File: src/rtl/pdma_pkg.sv
package pdma_pkg;

   typedef enum logic [2:0] {
      ST_IDLE,
      ST_SETUP,
      ST_BOTH,
      ST_HOLD,
      ST_CHECK
   } pdma_state_e;

endpackage

File: src/rtl/pdma_drq_sync.sv
module pdma_drq_sync #(
   parameter int STAGES = 2
) (
   input  logic clk,
   input  logic rst_n,
   input  logic req_in,
   output logic req_out
);

   generate
      if (STAGES < 0) begin : g_bad_stages
         $error("pdma_drq_sync: STAGES must not be negative");
      end

      if (STAGES == 0) begin : g_direct
         assign req_out = req_in;
      end else begin : g_chain
         logic [STAGES-1:0] sync_q;
         always_ff @(posedge clk) begin
            if (!rst_n) begin
               sync_q <= '0;
            end else if (STAGES == 1) begin
               sync_q[0] <= req_in;
            end else begin
               sync_q <= {sync_q[STAGES-2:0], req_in};
            end
         end
         assign req_out = sync_q[STAGES-1];
      end
   endgenerate

endmodule

File: src/rtl/pdma_phase_ctrl.sv
module pdma_phase_ctrl
   import pdma_pkg::*;
#(
   parameter int SETUP_CYC  = 1,
   parameter int ACTIVE_CYC = 1,
   parameter int HOLD_CYC   = 1
) (
   input  logic clk,
   input  logic rst_n,
   input  logic start,
   input  logic drq,
   output logic ior_n,
   output logic dack_n,
   output logic capture,
   output logic check_now,
   output logic deny,
   output logic busy
);

   localparam int MAX_AB  = (SETUP_CYC > ACTIVE_CYC) ? SETUP_CYC : ACTIVE_CYC;
   localparam int MAX_LEN = (MAX_AB > HOLD_CYC) ? MAX_AB : HOLD_CYC;
   localparam int CNT_W   = (MAX_LEN > 1) ? $clog2(MAX_LEN) : 1;

   generate
      if (SETUP_CYC < 1 || ACTIVE_CYC < 1 || HOLD_CYC < 1) begin : g_bad_len
         $error("pdma_phase_ctrl: every phase must last at least one cycle");
      end
   endgenerate

   pdma_state_e       state_q;
   logic [CNT_W-1:0]  cnt_q;
   logic              phase_done;

   assign phase_done = (cnt_q == '0);

   always_ff @(posedge clk) begin
      if (!rst_n) begin
         state_q <= ST_IDLE;
         cnt_q   <= '0;
      end else begin
         case (state_q)
            ST_IDLE: begin
               if (start && drq) begin
                  state_q <= ST_SETUP;
                  cnt_q   <= CNT_W'(SETUP_CYC - 1);
               end
            end
            ST_SETUP: begin
               if (phase_done) begin
                  state_q <= ST_BOTH;
                  cnt_q   <= CNT_W'(ACTIVE_CYC - 1);
               end else begin
                  cnt_q <= cnt_q - 1'b1;
               end
            end
            ST_BOTH: begin
               if (phase_done) begin
                  state_q <= ST_HOLD;
                  cnt_q   <= CNT_W'(HOLD_CYC - 1);
               end else begin
                  cnt_q <= cnt_q - 1'b1;
               end
            end
            ST_HOLD: begin
               if (phase_done) begin
                  state_q <= ST_CHECK;
               end else begin
                  cnt_q <= cnt_q - 1'b1;
               end
            end
            ST_CHECK: state_q <= ST_IDLE;
            default:  state_q <= ST_IDLE;
         endcase
      end
   end

   always_comb begin
      ior_n  = 1'b1;
      dack_n = 1'b1;
      case (state_q)
         ST_SETUP: ior_n = 1'b0;
         ST_BOTH: begin
            ior_n  = 1'b0;
            dack_n = 1'b0;
         end
         ST_HOLD: ior_n = 1'b0;
         default: ;
      endcase
   end

   assign capture   = (state_q == ST_BOTH) && phase_done;
   assign check_now = (state_q == ST_CHECK);
   assign deny      = (state_q == ST_IDLE) && start && !drq;
   assign busy      = (state_q != ST_IDLE);

   // acknowledge only while the read strobe is active
   p_dack_needs_ior_r6: assert property (@(posedge clk) disable iff (!rst_n)
      !dack_n |-> !ior_n);

   // read strobe already low in the cycle before acknowledge falls
   p_ior_leads_dack_r3: assert property (@(posedge clk) disable iff (!rst_n)
      $fell(dack_n) |-> $past(ior_n) == 1'b0);

   // acknowledge released while read strobe still held
   p_dack_released_first_r5: assert property (@(posedge clk) disable iff (!rst_n)
      $rose(dack_n) |-> !ior_n);

   // after release the read strobe stays high at least one more cycle
   p_idle_gap_r9: assert property (@(posedge clk) disable iff (!rst_n)
      $rose(ior_n) |=> ior_n);

   // no handshake without a request
   p_no_start_without_drq_r2: assert property (@(posedge clk) disable iff (!rst_n)
      (state_q == ST_IDLE && start && !drq) |=> state_q == ST_IDLE);

endmodule

File: src/rtl/pdma_capture.sv
module pdma_capture #(
   parameter int DATA_W = 8
) (
   input  logic              clk,
   input  logic              rst_n,
   input  logic              capture,
   input  logic [DATA_W-1:0] bus_data,
   input  logic              check_now,
   input  logic              drq,
   input  logic              deny,
   input  logic              cpu_rd,
   output logic [DATA_W-1:0] data_q,
   output logic              valid_q,
   output logic              byte_rdy_q,
   output logic              block_q
);

   generate
      if (DATA_W < 1) begin : g_bad_width
         $error("pdma_capture: DATA_W must be positive");
      end
   endgenerate

   always_ff @(posedge clk) begin
      if (!rst_n) begin
         data_q     <= '0;
         valid_q    <= 1'b0;
         byte_rdy_q <= 1'b0;
         block_q    <= 1'b0;
      end else begin
         valid_q <= capture;
         if (capture) begin
            data_q     <= bus_data;
            byte_rdy_q <= 1'b1;
         end else if (cpu_rd || deny) begin
            byte_rdy_q <= 1'b0;
         end
         if (check_now) begin
            block_q <= drq;
         end
      end
   end

   // the valid pulse lasts one cycle
   p_valid_single_r10: assert property (@(posedge clk) disable iff (!rst_n)
      valid_q |=> !valid_q);

   // a fresh byte is always flagged ready
   p_rdy_with_valid_r8: assert property (@(posedge clk) disable iff (!rst_n)
      valid_q |-> byte_rdy_q);

   // block flag only moves on the post-release sample
   p_block_stable_r7: assert property (@(posedge clk) disable iff (!rst_n)
      !check_now |=> $stable(block_q));

endmodule

File: src/rtl/pdma_read_seq.sv
module pdma_read_seq #(
   parameter int DATA_W     = 8,
   parameter int DRQ_SYNC   = 2,
   parameter int SETUP_CYC  = 1,
   parameter int ACTIVE_CYC = 1,
   parameter int HOLD_CYC   = 1
) (
   input  logic              clk,
   input  logic              rst_n,
   input  logic              cpu_sel,
   input  logic              cpu_rd,
   output logic [DATA_W-1:0] cpu_data,
   output logic              cpu_data_valid,
   output logic              busy,
   input  logic              isa_drq,
   output logic              isa_ior_n,
   output logic              isa_dack_n,
   input  logic [DATA_W-1:0] isa_data,
   output logic              stat_drq,
   output logic              stat_byte_rdy,
   output logic              stat_block
);

   logic drq_s;
   logic capture;
   logic check_now;
   logic deny;

   pdma_drq_sync #(
      .STAGES (DRQ_SYNC)
   ) u_sync (
      .clk     (clk),
      .rst_n   (rst_n),
      .req_in  (isa_drq),
      .req_out (drq_s)
   );

   pdma_phase_ctrl #(
      .SETUP_CYC  (SETUP_CYC),
      .ACTIVE_CYC (ACTIVE_CYC),
      .HOLD_CYC   (HOLD_CYC)
   ) u_ctrl (
      .clk       (clk),
      .rst_n     (rst_n),
      .start     (cpu_sel),
      .drq       (drq_s),
      .ior_n     (isa_ior_n),
      .dack_n    (isa_dack_n),
      .capture   (capture),
      .check_now (check_now),
      .deny      (deny),
      .busy      (busy)
   );

   pdma_capture #(
      .DATA_W (DATA_W)
   ) u_cap (
      .clk        (clk),
      .rst_n      (rst_n),
      .capture    (capture),
      .bus_data   (isa_data),
      .check_now  (check_now),
      .drq        (drq_s),
      .deny       (deny),
      .cpu_rd     (cpu_rd),
      .data_q     (cpu_data),
      .valid_q    (cpu_data_valid),
      .byte_rdy_q (stat_byte_rdy),
      .block_q    (stat_block)
   );

   assign stat_drq = drq_s;

endmodule

File: config.mk
export PLATFORM = sky130hd
export DESIGN_NAME = pdma_read_seq
export DESIGN_NICKNAME = d
export VERILOG_FILES = /design/src/rtl/pdma_pkg.sv /design/src/rtl/pdma_drq_sync.sv /design/src/rtl/pdma_phase_ctrl.sv /design/src/rtl/pdma_capture.sv /design/src/rtl/pdma_read_seq.sv
export SDC_FILE = /design/constraint.sdc
export NUM_CORES = 1
export LEC_CHECK = 0
export BUFFER_PORTS_ARGS = -buffer_cell sky130_fd_sc_hd__buf_2
export CAP_MARGIN = 10
export CORE_MARGIN = 4
export CORE_UTILIZATION = 44
export DETAILED_ROUTE_END_ITERATION = 12
export GPL_ROUTABILITY_DRIVEN = 1
export GPL_TIMING_DRIVEN = 0
export PLACE_DENSITY_LB_ADDON = 0.1
export SLEW_MARGIN = 20
export SYNTH_ARGS = -nofsm -noshare
export SYNTH_HDL_FRONTEND = slang
export SYNTH_SLANG_ARGS = --single-unit
File: constraint.sdc
create_clock -name clk -period 1.4 [get_ports clk]
set_input_delay 0.21 -clock clk [delete_from_list [all_inputs] [get_ports clk]]
set_output_delay 0.21 -clock clk [all_outputs]
set_load 0.1 [all_outputs]
# --- Word level (Yosys, flattened, before mapping) ---
# Index checks and enable logic that the tools add are counted.
# W data, S select, Z words.
totals:
  regBits: 17
  in_bits: 13
  out_inout_bits: 15
classes:
  add_sub_neg: 1
  n_eq_ne: 8
  mux: 12
  n_bitwise: 1
  n_reduce_logical: 13
op_table:
  columns: ["op", "count"]
  rows:
  - ["$mux W3", 4]
  - ["$pmux W3 S4", 1]
  - ["$eq A3 B2 Y1 const B", 2]
  - ["$mux W1", 6]
  - ["$ne A2 B2 Y1 const B", 3]
  - ["$logic_and A1 B1 Y1", 4]
  - ["$reduce_and A4 Y1", 1]
  - ["$reduce_bool A2 Y1", 2]
  - ["$eq A3 B1 Y1 const B", 1]
  - ["$eq A3 B3 Y1 const B", 1]
  - ["$logic_not A3 Y1", 1]
  - ["$reduce_bool A3 Y1", 1]
  - ["$reduce_or A3 Y1", 1]
  - ["$ne A2 B1 Y1 const B", 1]
  - ["$pmux W1 S2", 1]
  - ["$reduce_and A2 Y1", 1]
  - ["$logic_not A1 Y1", 1]
  - ["$logic_or A1 B1 Y1", 1]
  - ["$not A1 Y1", 1]
  - ["$sub A1 B1 Y1 const B", 1]

# --- Depth between registers and ports, before layout ---
# Gate-level depths: netlist of run 1.
depth:
  ltp_word: 6
  ltp_mapped: 4
  ltp_nobuf: 2

# --- Hierarchy ---
# From an unflattened synthesis of run 1, not the netlist that was laid out.
hier_totals:
  hier_cells: 54
  hier_area_um2: 621.8
modules_own_cells:
  columns: ["mod", "n_inst", "cells_per_inst", "area_each_um2"]
  rows:
  - ["pdma_capture", 1, 34, 404.1]
  - ["pdma_phase_ctrl", 1, 16, 165.2]
  - ["pdma_drq_sync", 1, 4, 52.6]

# --- Worst setup path after synthesis of run 1 ---
# OpenSTA, ideal clock, no wires.
synth_timing:
  kind: "reg-to-output"
  start: "register u_ctrl.state_q[0]"
  end: "output port isa_ior_n"
  arrival_ps: 1853
  required_ps: 1190
  path_slack_ps: -663
  path_stages_with_launch: 3
  n_path_buf: 1
  path_cell_list: "dfxtp_1 -> buf_2 -> o21bai_1"
synth_between:
  elab_chain_len: 3
synth_rtl:
  columns: ["element", "line_no", "text"]
  rows:
  - ["start: declaration", "pdma_phase_ctrl.sv:30", "pdma_state_e state_q;"]
  - ["start signal: assignment", "pdma_phase_ctrl.sv:38", "state_q <= ST_IDLE;"]
  - ["start signal: assignment", "pdma_phase_ctrl.sv:44", "state_q <= ST_SETUP;"]
  - ["start signal: assignment", "pdma_phase_ctrl.sv:50", "state_q <= ST_BOTH;"]
  - ["$eq A3 B1 Y1 or $eq A3 B2 Y1 (tied branches)", "pdma_phase_ctrl.sv:80", "case (state_q)"]
  - ["$reduce_or A3 Y1 (no line) *", null, null]
  - ["$mux W1 *", "pdma_phase_ctrl.sv:80", null]
  - ["end: declaration", "pdma_read_seq.sv:16", "output logic isa_ior_n,"]
# Every way passes the cells marked *; elsewhere a longest branch is shown, timed or not.

# --- Worst setup path in the final report of run 1 ---
layout_timing:
  start: "register u_ctrl.state_q[0]"
  end: "output port isa_dack_n"
layout_between:
  elab_chain_len: 2
layout_rtl:
  columns: ["element", "line_no", "text"]
  rows:
  - ["$eq A3 B2 Y1", "pdma_phase_ctrl.sv:80", null]
  - ["$mux W1", "pdma_phase_ctrl.sv:80", null]
  - ["end: declaration", "pdma_read_seq.sv:17", "output logic isa_dack_n,"]
# Every way passes these cells.

==> results of run 1 <==
==> final timing paths <==
path                            cells past startpoint                                 from                                  end
worst max-delay path                                4       u_ctrl.state_q[0]$_SDFFE_PN0P_                           isa_dack_n
worst min-delay path                                2                              isa_drq  u_sync.g_chain.sync_q[0]$_SDFF_PN0_
worst max register to register                      4       u_ctrl.state_q[0]$_SDFFE_PN0P_         u_cap.data_q[7]$_SDFFE_PN0P_
worst min register to register                      1  u_sync.g_chain.sync_q[0]$_SDFF_PN0_  u_sync.g_chain.sync_q[1]$_SDFF_PN0_
==> sequential cells by signal, indices dropped and copies added, names as in the netlist <==
register	cells
u_cap.block_q	1
u_cap.data_q	8
u_cap.byte_rdy_q	1
u_sync.g_chain.sync_q	2
u_cap.valid_q	1
u_ctrl.state_q	3
==> cell usage in the layout, fill, tap and decap left out <==
cell / n
xnor2_1: 1
dfxtp_2: 1
nor3b_1: 2
clkbuf_1: 1
and2_1: 3
clkbuf_4: 3
o2bb2ai_1: 1
dfxtp_4: 3
and4b_1: 1
buf_4: 8
or3_1: 1
buf_2: 25
dfxtp_1: 12
o21bai_4: 1
a21oi_1: 1
buf_12: 2
buf_6: 2
clkinvlp_4: 1
nand2_1: 18
nor3b_4: 1
nor4b_1: 2
mux2i_1: 9
nand3b_1: 1
==> critical path, cell delays in order, from the launching register on <==
cell and delay [ns]:
dfxtp_4 0.37, nor3b_4 0.22, buf_6 0.14, clkinvlp_4 0.08
buf_12 0.17
==> layer usage <==
layer  wire (um)  global-route usage, %  vias to the layer above
met5           0                      0                        -
met4           9                   8.52                        0
met3          89                   2.37                        2
met2         631                   22.6                       17
met1         586                   16.2                      244
li1            -                      -                      286
==> power groups by stage <==
stage	Clock (mW)	Sequential (mW)	Combinational [mW]
final	0.232	0.475	0.264
after global routing	0.257	0.478	0.276
after CTS	0.243	0.476	0.254
after detailed placement	0	0.491	0.231
after global placement	0	0.490	0.229
after floorplan	0	0.569	0.111
==> kinds of logic after synthesis <==
kind of cell              share of synthesized area [%]
buffers and inverters                              5.37
DFF                                                50.9
muxes                                              14.3
and+or+nand+nor                                    24.7
AOI/OAI and AO/OA                                  3.38
xor gates and xnor gates                           1.39
==> timing repair <==
action / CTS / global route
buffers inserted: 7 / 1
resized for setup: 13 / 3
setup endpoints to repair: 3 / 3
pin swaps: 1 / 1
endpoints found under the hold margin: 0 / 0
==> final cells by class <==
type | instances | area, sq um
Timing Repair Buffer | 34 | 226
Clock buffer | 3 | 22.5
Buffer | 4 | 25.0
Multi-Input combinational cell | 42 | 293
Sequential cell | 16 | 333
Inverter | 1 | 7.51
Tap cell | 15 | 18.8
Fill cell | 114 | 392
==> per-stage QoR <==
stage | area [sq um] | utilization (%)
floorplan | 652 | -
global placement | 801 | 60.8
detailed placement | 801 | 60.8
CTS | 902 | 68.5
global route | 926 | 70.3
finish | 926 | 70.3
==> results.md, run 1 <==
- Worst skew pair latency: 0.27 ns
- Starting DRT DRC Count: 4
- Switching part of the total: 33.3%
- Die height: 45.8 um
- Area Growth Syn to Fin: 47.1%
- Syn Nets: 77
- CP Max Fanout: 4
- Dominant synthesized flop cell: dfxtp_1
- RSZ-0062 raised after global routing: true
- Final RePlAce weighted congestion: 0.666
- CTS Buf Count: 3
- Nature of the critical path startpoint: flip-flop
- Residual DRC: 0
- Core area: 1320 sq um
- Port Buffer Count: 26
- Initial antenna violation count: 0
- DR vias: 549
- First-pass GRT wire length: 2.07 mm
- Clk sinks: 16
- Root Buffer: clkbuf_4
- CTS tree: yes
- Fin. max-slew vios: 0
- Worst-Margin Slew: 0.490 ns
- Die W: 45.8 um
- Final TNS setup: -0.0805 ns
- Grt total ovfl: 0
- CP Data Arrival Time: 1.25 ns
- DRT Wirelength: 1.32 mm
- Clock skew: 0.00268 ns
- Max Cap Violations: 0
- Maximum clock rate: 687 MHz
- Mapped Cells: 64
- Avg WL per Cell: 11.5 um
- Post-Syn Area per Cell: 9.83 sq um
- Post-place setup slack: -0.0289 ns
- Largest cells by area after synthesis: dfxtp_1 51%, mux2i_1 14%, nand2_1 11%
- Sw Pwr: 323 uW
- Yosys warns: 0
- Critical Path Sink Type: output port
- Total chip power: 971 uW
- Dpl cells: 105
- WS Path Type: flip-flop to output port
- Post-synthesis register bit count: 16
- Rows: 13
- Setup ws final: -0.0558 ns
- Top-area cell type share of the netlist area: 50.9%
- Die area: 2100 sq um
- IO Pins: 28
- Worst VDD drop: 631 uV
- Async SR Flop Fraction: 0%
- Largest net degree at the start of global routing: 11
- Outcome: finished, violations left
- P per Cell Area: 1050 nW/um^2
- Layout cells sized above 1: 47.0%
- Clock share of power: 23.8%
- Hold_ws: 0.142 ns
- Final instance count without filler cells: 115
- Most frequent cell after synthesis: nand2_1
- H-tree level count: 1
- Cell area after synthesis: 629 sq um
- Initial Util: 47.8%
- Slew HR: 67.5%
- Layout Nets: 115
- Antenna cells: 0
- Final Cycle Share: 104%
- Leakage: 0.425 nW
- Seq pwr share: 49.0%
- Final Hold Viols: 0
- Vias in the first global route: 492
- Dpl hpwl: 915 um
- Routed Antenna Nets: 0
- Yosys top cell by area: dfxtp_1
- First-pass detailed-route iteration total: 4
- Critical path required time: 1.19 ns
- Number of flops mapped to enable cells by yosys: 0
- Comb power frac: 27.2%
- Clock transition at path regs: 0.09 ns
- Post-synth top cells: 18 x nand2_1, 16 x dfxtp_1, 9 x mux2i_1
- Clock buffer depth: 2
- Worst Hold Class: input pin to flip-flop
- Library cells used by synthesis: 18
- R2R setup slack: 0.23 ns
- Via/cell ratio: 4.77
- Failing checks: setup timing
- Gr usage total: 13.7%
- Power Internal: 648 uW
- Hold-fix buffers at CTS: 0
- Final setup viols: 2
- Sequential area share after synthesis: 50.9%
- Min Tclk post-route: 1.46 ns
Power figures use the tool's default switching activity.
==> inputs of run 2 (changes only) <==
--- a/config.mk
+++ b/config.mk
@@ -7,7 +7,7 @@
 export LEC_CHECK = 0
-export BUFFER_PORTS_ARGS = -buffer_cell sky130_fd_sc_hd__buf_2
 export CAP_MARGIN = 10
-export CORE_MARGIN = 4
-export CORE_UTILIZATION = 44
+export CORE_AREA = 4 4 41 43
 export DETAILED_ROUTE_END_ITERATION = 12
+export DIE_AREA = 0 0 45 47
+export DONT_BUFFER_PORTS = 1
 export GPL_ROUTABILITY_DRIVEN = 1
==> constraint.sdc (replaced) <==
create_clock -name clk -period 1.4 [get_ports clk]
set_input_delay 0.28 -clock clk [delete_from_list [all_inputs] [get_ports clk]]
set_output_delay 0.28 -clock clk [all_outputs]
set_load 0.1 [all_outputs]
==> results.md, run 2 (synthesis results as in run 1) <==
- Final Hold Viols: 0 (unchanged)
- Worst skew pair latency: 0.28 ns (was 0.27 ns)
- CTS tree: yes (unchanged)
- Worst-Margin Slew: 0.636 ns (was 0.490 ns)
- Routed Antenna Nets: 0 (unchanged)
- CTS Buf Count: 3 (unchanged)
- Area of the multi-input gates: 298 sq um (was 293 sq um)
- Worst Hold Class: input pin to flip-flop (unchanged)
- P per Cell Area: 1250 nW/um^2 (was 1050 nW/um^2)
- Setup ws final: -0.259 ns (was -0.0558 ns)
- Grt met1 use: 15.8% (was 16.2%)
- Layout Nets: 89 (was 115)
- Worst Hold Depth: 2 (unchanged)
- Storage element area: 347 sq um (was 333 sq um)
- Fin. max-slew vios: 0 (unchanged)
- Reg2reg path depth: 2 (was 4)
- Port Buffer Count: 0 (was 26)
- GR Layer Usage met3: 4.21% (was 2.37%)
- Critical path required time: 1.12 ns (was 1.19 ns)
- Starting DRT DRC Count: 2 (was 4)
- Rows: 13 (unchanged)
- Post-place setup slack: -0.165 ns (was -0.0289 ns)
- Gr usage total: 13.9% (was 13.7%)
- Final setup viols: 3 (was 2)
- Worst VDD drop: 892 uV (was 631 uV)
- Busiest grt layer: met2 (unchanged)
- IO Pins: 28 (unchanged)
- DR vias: 460 (was 549)
- Initial antenna violation count: 0 (unchanged)
- Final RePlAce weighted congestion: 0.652 (was 0.666)
- Final Cycle Share: 119% (was 104%)
- Dpl hpwl: 804 um (was 915 um)
- Die height: 47 um (was 45.8 um)
- Failing checks: setup timing (unchanged)
- Avg WL per Cell: 14.0 um (was 11.5 um)
- First-pass GRT wire length: 2.05 mm (was 2.07 mm)
- Leakage: 0.301 nW (was 0.425 nW)
- DRT Wirelength: 1.26 mm (was 1.32 mm)
- Via/cell ratio: 5.11 (was 4.77)
- Layout cells sized above 1: 45.3% (was 47.0%)
- Max Cap Violations: 0 (unchanged)
- Die area: 2120 sq um (was 2100 sq um)
- Initial Util: 48.4% (was 47.8%)
- First-pass detailed-route iteration total: 2 (was 4)
- Core area: 1300 sq um (was 1320 sq um)
- Commonest non-fill, non-tap cells in the layout: 18 x nand2_1, 12 x dfxtp_2, 9 x mux2i_1, 6 x buf_4 (was 25 x buf_2, 18 x nand2_1, 12 x dfxtp_1, 9 x mux2i_1, 8 x buf_4)
- Final instance count without filler cells: 90 (was 115)
- Largest registers: u_cap.data_q (8), u_ctrl.state_q (3), u_sync.g_chain.sync_q (2) (unchanged)
- Commonest non-fill, non-tap cell in the layout: nand2_1 (was buf_2)
- Dpl cells: 79 (was 105)
- Max FFs per register: 8 (unchanged)
- Fillers: 119 (was 114)
- Reg with most FFs: u_cap.data_q (unchanged)
- CP Max Fanout: 2 (was 4)
- Placed cell area: 672 sq um (was 801 sq um)
- Min Tclk post-route: 1.66 ns (was 1.46 ns)
- Final Cell Area: 800 sq um (was 926 sq um)
- Outcome: finished, violations left (unchanged)
- Antenna cells: 0 (unchanged)
- CP Data Arrival Time: 1.38 ns (was 1.25 ns)
- Slew HR: 57.5% (was 67.5%)
- Residual DRC: 0 (unchanged)
- Critical Path Sink Type: output port (unchanged)
- Grt total ovfl: 0 (unchanged)
- RSZ-0062 raised after global routing: true (unchanged)
- Nature of the critical path startpoint: flip-flop (unchanged)
- Clock skew: 0.00118 ns (was 0.00268 ns)
- WS Path Type: flip-flop to output port (unchanged)
- Final Util: 61.4% (was 70.3%)
- Root Buffer: clkbuf_4 (unchanged)
- Met2 track demand over resource: 22.6% (about the same)
- Clock transition at path regs: 0.09 ns (about the same)
- H-tree level count: 1 (unchanged)
- Clock buffer depth: 2 (unchanged)
- Largest net degree at the start of global routing: 11 (unchanged)
- Maximum clock rate: 603 MHz (was 687 MHz)
- Clk sinks: 16 (unchanged)
- Area Growth Syn to Fin: 27.0% (was 47.1%)
- Vias in the first global route: 477 (was 492)
- Die W: 45 um (was 45.8 um)
==> run 2: critical path, cell delays in order, from the launching register on <==
cell and delay, ns:
dfxtp_4 0.36, nor3b_4 0.21, buf_6 0.13, clkinvlp_4 0.39
==> run 2: final timing paths <==
path / from / end / slack [ns]
max: u_ctrl.state_q[0]$_SDFFE_PN0P_ / isa_dack_n / -0.26
min: isa_data[3] / u_cap.data_q[3]$_SDFFE_PN0P_ / 0.12
min reg2reg: u_sync.g_chain.sync_q[0]$_SDFF_PN0_ / u_sync.g_chain.sync_q[1]$_SDFF_PN0_ / 0.44
max reg2reg: u_sync.g_chain.sync_q[1]$_SDFF_PN0_ / u_ctrl.state_q[0]$_SDFFE_PN0P_ / 0.23
==> run 2: metrics by stage <==
step	hold WS (ns)	power, mW	setup TNS, ns
2_1_floorplan	0.407	0.680	-0.246
3_3_place_gp	0.411	0.692	-0.332
3_5_place_dp	0.412	0.693	-0.340
4_1_cts	0.107	1.01	-0.641
5_1_grt	0.111	1.04	-0.726
6_report	0.118	1.00	-0.596
==> run 2: per-layer routing <==
layer,vias to the layer above,wire length [um]
met5,-,0
met4,0,15
met3,2,105
met2,18,607
met1,205,530
li1,235,-
==> run 2: what timing repair did <==
action	4_1_cts	5_1_grt
endpoints found under the hold margin	0	0
resized for setup	20	0
hold buffers	0	0
setup buffers	7	1
pin swaps	3	1
setup endpoints to repair	14	3
==> run 2: cell type report <==
class,count,share of cell area (%)
multi-input combinational,42,37.2
timing repair buffer,8,8.45
buffer,4,3.13
clock buffer,4,4.54
sequential,16,43.3
tap,15,2.35
inverter,1,0.939
==> run 2: report_power, final <==
group          internal [mW]  total (mW)  leakage [nW]  switching (mW)
combinational         0.0491       0.141         0.142          0.0922
sequential             0.469       0.558         0.138          0.0895
clock                  0.158       0.302        0.0210           0.143
==> inputs of run 3 (changes only) <==
CORE_AREA = unset   (was 4 4 41 43)
CORE_MARGIN = 4   (was unset)
CORE_UTILIZATION = 45   (was unset)
DIE_AREA = unset   (was 0 0 45 47)
==> results.md, run 3 (synthesis results as in run 1) <==
- Die height: 45.4 um (was 47 um)
- Root Buffer: clkbuf_4 (unchanged)
- CP Data Arrival Time: 1.41 ns (was 1.38 ns)
- Setup crit start: u_ctrl.state_q[0]$_SDFFE_PN0P_ (unchanged)
- CP Max Fanout: 4 (was 2)
- Max FFs per register: 8 (unchanged)
- Clk sinks: 16 (unchanged)
- Worst-Margin Slew: 0.640 ns (was 0.636 ns)
- Reg with most FFs: u_cap.data_q (unchanged)
- Critical Path Sink Type: output port (unchanged)
- Area Growth Syn to Fin: 25.4% (was 27.0%)
- Hold_ws: 0.124 ns (was 0.118 ns)
- Setup ws final: -0.294 ns (was -0.259 ns)
- RSZ-0062 raised after global routing: true (unchanged)
- Worst VDD drop: 579 uV (was 892 uV)
- Failing checks: setup timing (unchanged)
- Final instance count without filler cells: 90 (unchanged)
- Final Hold Viols: 0 (unchanged)
- Final setup viols: 3 (unchanged)
- Commonest non-fill, non-tap cell in the layout: nand2_1 (unchanged)
- Worst path max stage delay: 0.39 ns (about the same)
- Crit-path slowest cell: clkinvlp_4 (unchanged)
- Area of the multi-input gates: 294 sq um (was 298 sq um)
- Worst skew pair latency: 0.28 ns (about the same)
- Largest net degree at the start of global routing: 11 (unchanged)
- Layout cells sized above 1: 45.3% (unchanged)
- Layout Nets: 90 (was 89)
- Commonest non-fill, non-tap cells in the layout: 18 x nand2_1, 12 x dfxtp_2, 9 x mux2i_1, 7 x buf_4 (was 18 x nand2_1, 12 x dfxtp_2, 9 x mux2i_1, 6 x buf_4)
- Hold path start: isa_drq (was isa_data[3])
- H-tree level count: 1 (unchanged)
- Via/cell ratio: 5.22 (was 5.11)
- Vias in the first global route: 498 (was 477)
- Outcome: finished, violations left (unchanged)
- Final Cycle Share: 121% (was 119%)
- R2R setup slack: 0.20 ns (was 0.23 ns)
- Port Buffer Count: 0 (unchanged)
- Nature of the critical path startpoint: flip-flop (unchanged)
- Initial Util: 48.4% (unchanged)
- Dpl cells: 79 (unchanged)
- Core area: 1300 sq um (unchanged)
- Avg WL per Cell: 13.9 um (was 14.0 um)
- Fin. max-slew vios: 0 (unchanged)
- CTS tree: yes (unchanged)
- Routed Antenna Nets: 0 (unchanged)
- Clock buffer depth: 2 (unchanged)
- P per Cell Area: 1180 nW/um^2 (was 1250 nW/um^2)
- IO Pins: 28 (unchanged)
- Die W: 45.4 um (was 45 um)
- Maximum clock rate: 590 MHz (was 603 MHz)
- Residual DRC: 0 (unchanged)
- Initial antenna violation count: 0 (unchanged)
- DRT Wirelength: 1.25 mm (was 1.26 mm)
- Total chip power: 931 uW (was 1.00 mW)
- Leakage: 0.300 nW (was 0.301 nW)
- Fillers: 127 (was 119)
- Clock transition at path regs: 0.08 ns (was 0.09 ns)
- Starting DRT DRC Count: 3 (was 2)
- First-pass GRT wire length: 2.15 mm (was 2.05 mm)
- Grt total ovfl: 0 (unchanged)
- Final RePlAce weighted congestion: 0.628 (was 0.652)
- DR vias: 470 (was 460)
- Final Util: 60.7% (was 61.4%)
- Die area: 2060 sq um (was 2120 sq um)
- Gr usage total: 14.5% (was 13.9%)
- Slew HR: 57.2% (was 57.5%)
- Largest registers: u_cap.data_q (8), u_ctrl.state_q (3), u_sync.g_chain.sync_q (2) (unchanged)
- First-pass detailed-route iteration total: 2 (unchanged)
- Storage element area: 347 sq um (unchanged)
- Crit-path cells: nor3b_4 -> buf_6 -> clkinvlp_4 (unchanged)
- Critical path required time: 1.12 ns (about the same)
- Clock skew: 0.000374 ns (was 0.00118 ns)
- WS Path Type: flip-flop to output port (unchanged)
- Rows: 13 (unchanged)
- Critical R2R Launch: u_ctrl.state_q[0]$_SDFFE_PN0P_ (was u_sync.g_chain.sync_q[1]$_SDFF_PN0_)
- Antenna cells: 0 (unchanged)
- Max Cap Violations: 0 (unchanged)
- Min Tclk post-route: 1.69 ns (was 1.66 ns)
- CTS Buf Count: 3 (unchanged)
- Dpl hpwl: 874 um (was 804 um)
- Worst Hold Class: input pin to flip-flop (unchanged)
## run 3: cell count changes in the layout (fill, tap and decap cells not counted), sizes merged
cell / before / now
buf: 11 / 12
clkbuf: 5 / 4
## run 3: metal layers
| metal | track usage (%) | up-vias | wire length [um] |
|---|---|---|---|
| met5 | 0 | - | 0 |
| met4 | 8.77 | 0 | 18 |
| met3 | 2.77 | 2 | 89 |
| met2 | 24.2 | 16 | 614 |
| met1 | 16.9 | 216 | 530 |
| li1 | - | 236 | - |
## run 3: metrics by stage
stage                     TNS, ns  setup WS, ns  area, sq um
after floorplan            -0.246        -0.126          653
after global placement     -0.333        -0.164          672
after global routing       -0.839        -0.339          790
final                      -0.731        -0.294          790
after detailed placement   -0.347        -0.167          672
after CTS                  -0.758        -0.302          782
## run 3: critical path: cells and delay by family (launching register included)
family / cells / cell delay [ns]
buf+inv: 2 / 0.53
flops: 1 / 0.37
simple gates: 1 / 0.23
## run 3: cell type report
cell class              count  share of cell area, %
inverters                   1                  0.951
plain buffers               4                   3.17
well taps                  15                   2.38
multi-input cells          42                   37.2
clock buffers               3                   2.85
flip-flops and latches     16                   43.9
repair buffers              9                   9.51
## run 3: worst paths after layout
path                                                       endpoint  cells past startpoint
worst max-delay path                                     isa_dack_n                      3
worst min-delay path            u_sync.g_chain.sync_q[0]$_SDFF_PN0_                      1
worst max register to register         u_cap.data_q[3]$_SDFFE_PN0P_                      4
worst min register to register  u_sync.g_chain.sync_q[1]$_SDFF_PN0_                      1
## run 3: report_power, final
group	total (mW)	leakage (nW)	internal [mW]	switching (mW)
combinational	0.137	0.148	0.0466	0.0906
clock	0.234	0.0138	0.0998	0.134
sequential	0.560	0.138	0.469	0.0908
## run 3: repair_timing
action                     4_1_cts  5_1_grt
pin swaps                        2        1
setup endpoints to repair       14        3
gates resized for setup         19        0
hold buffers                     0        0
buffers inserted                 8        1
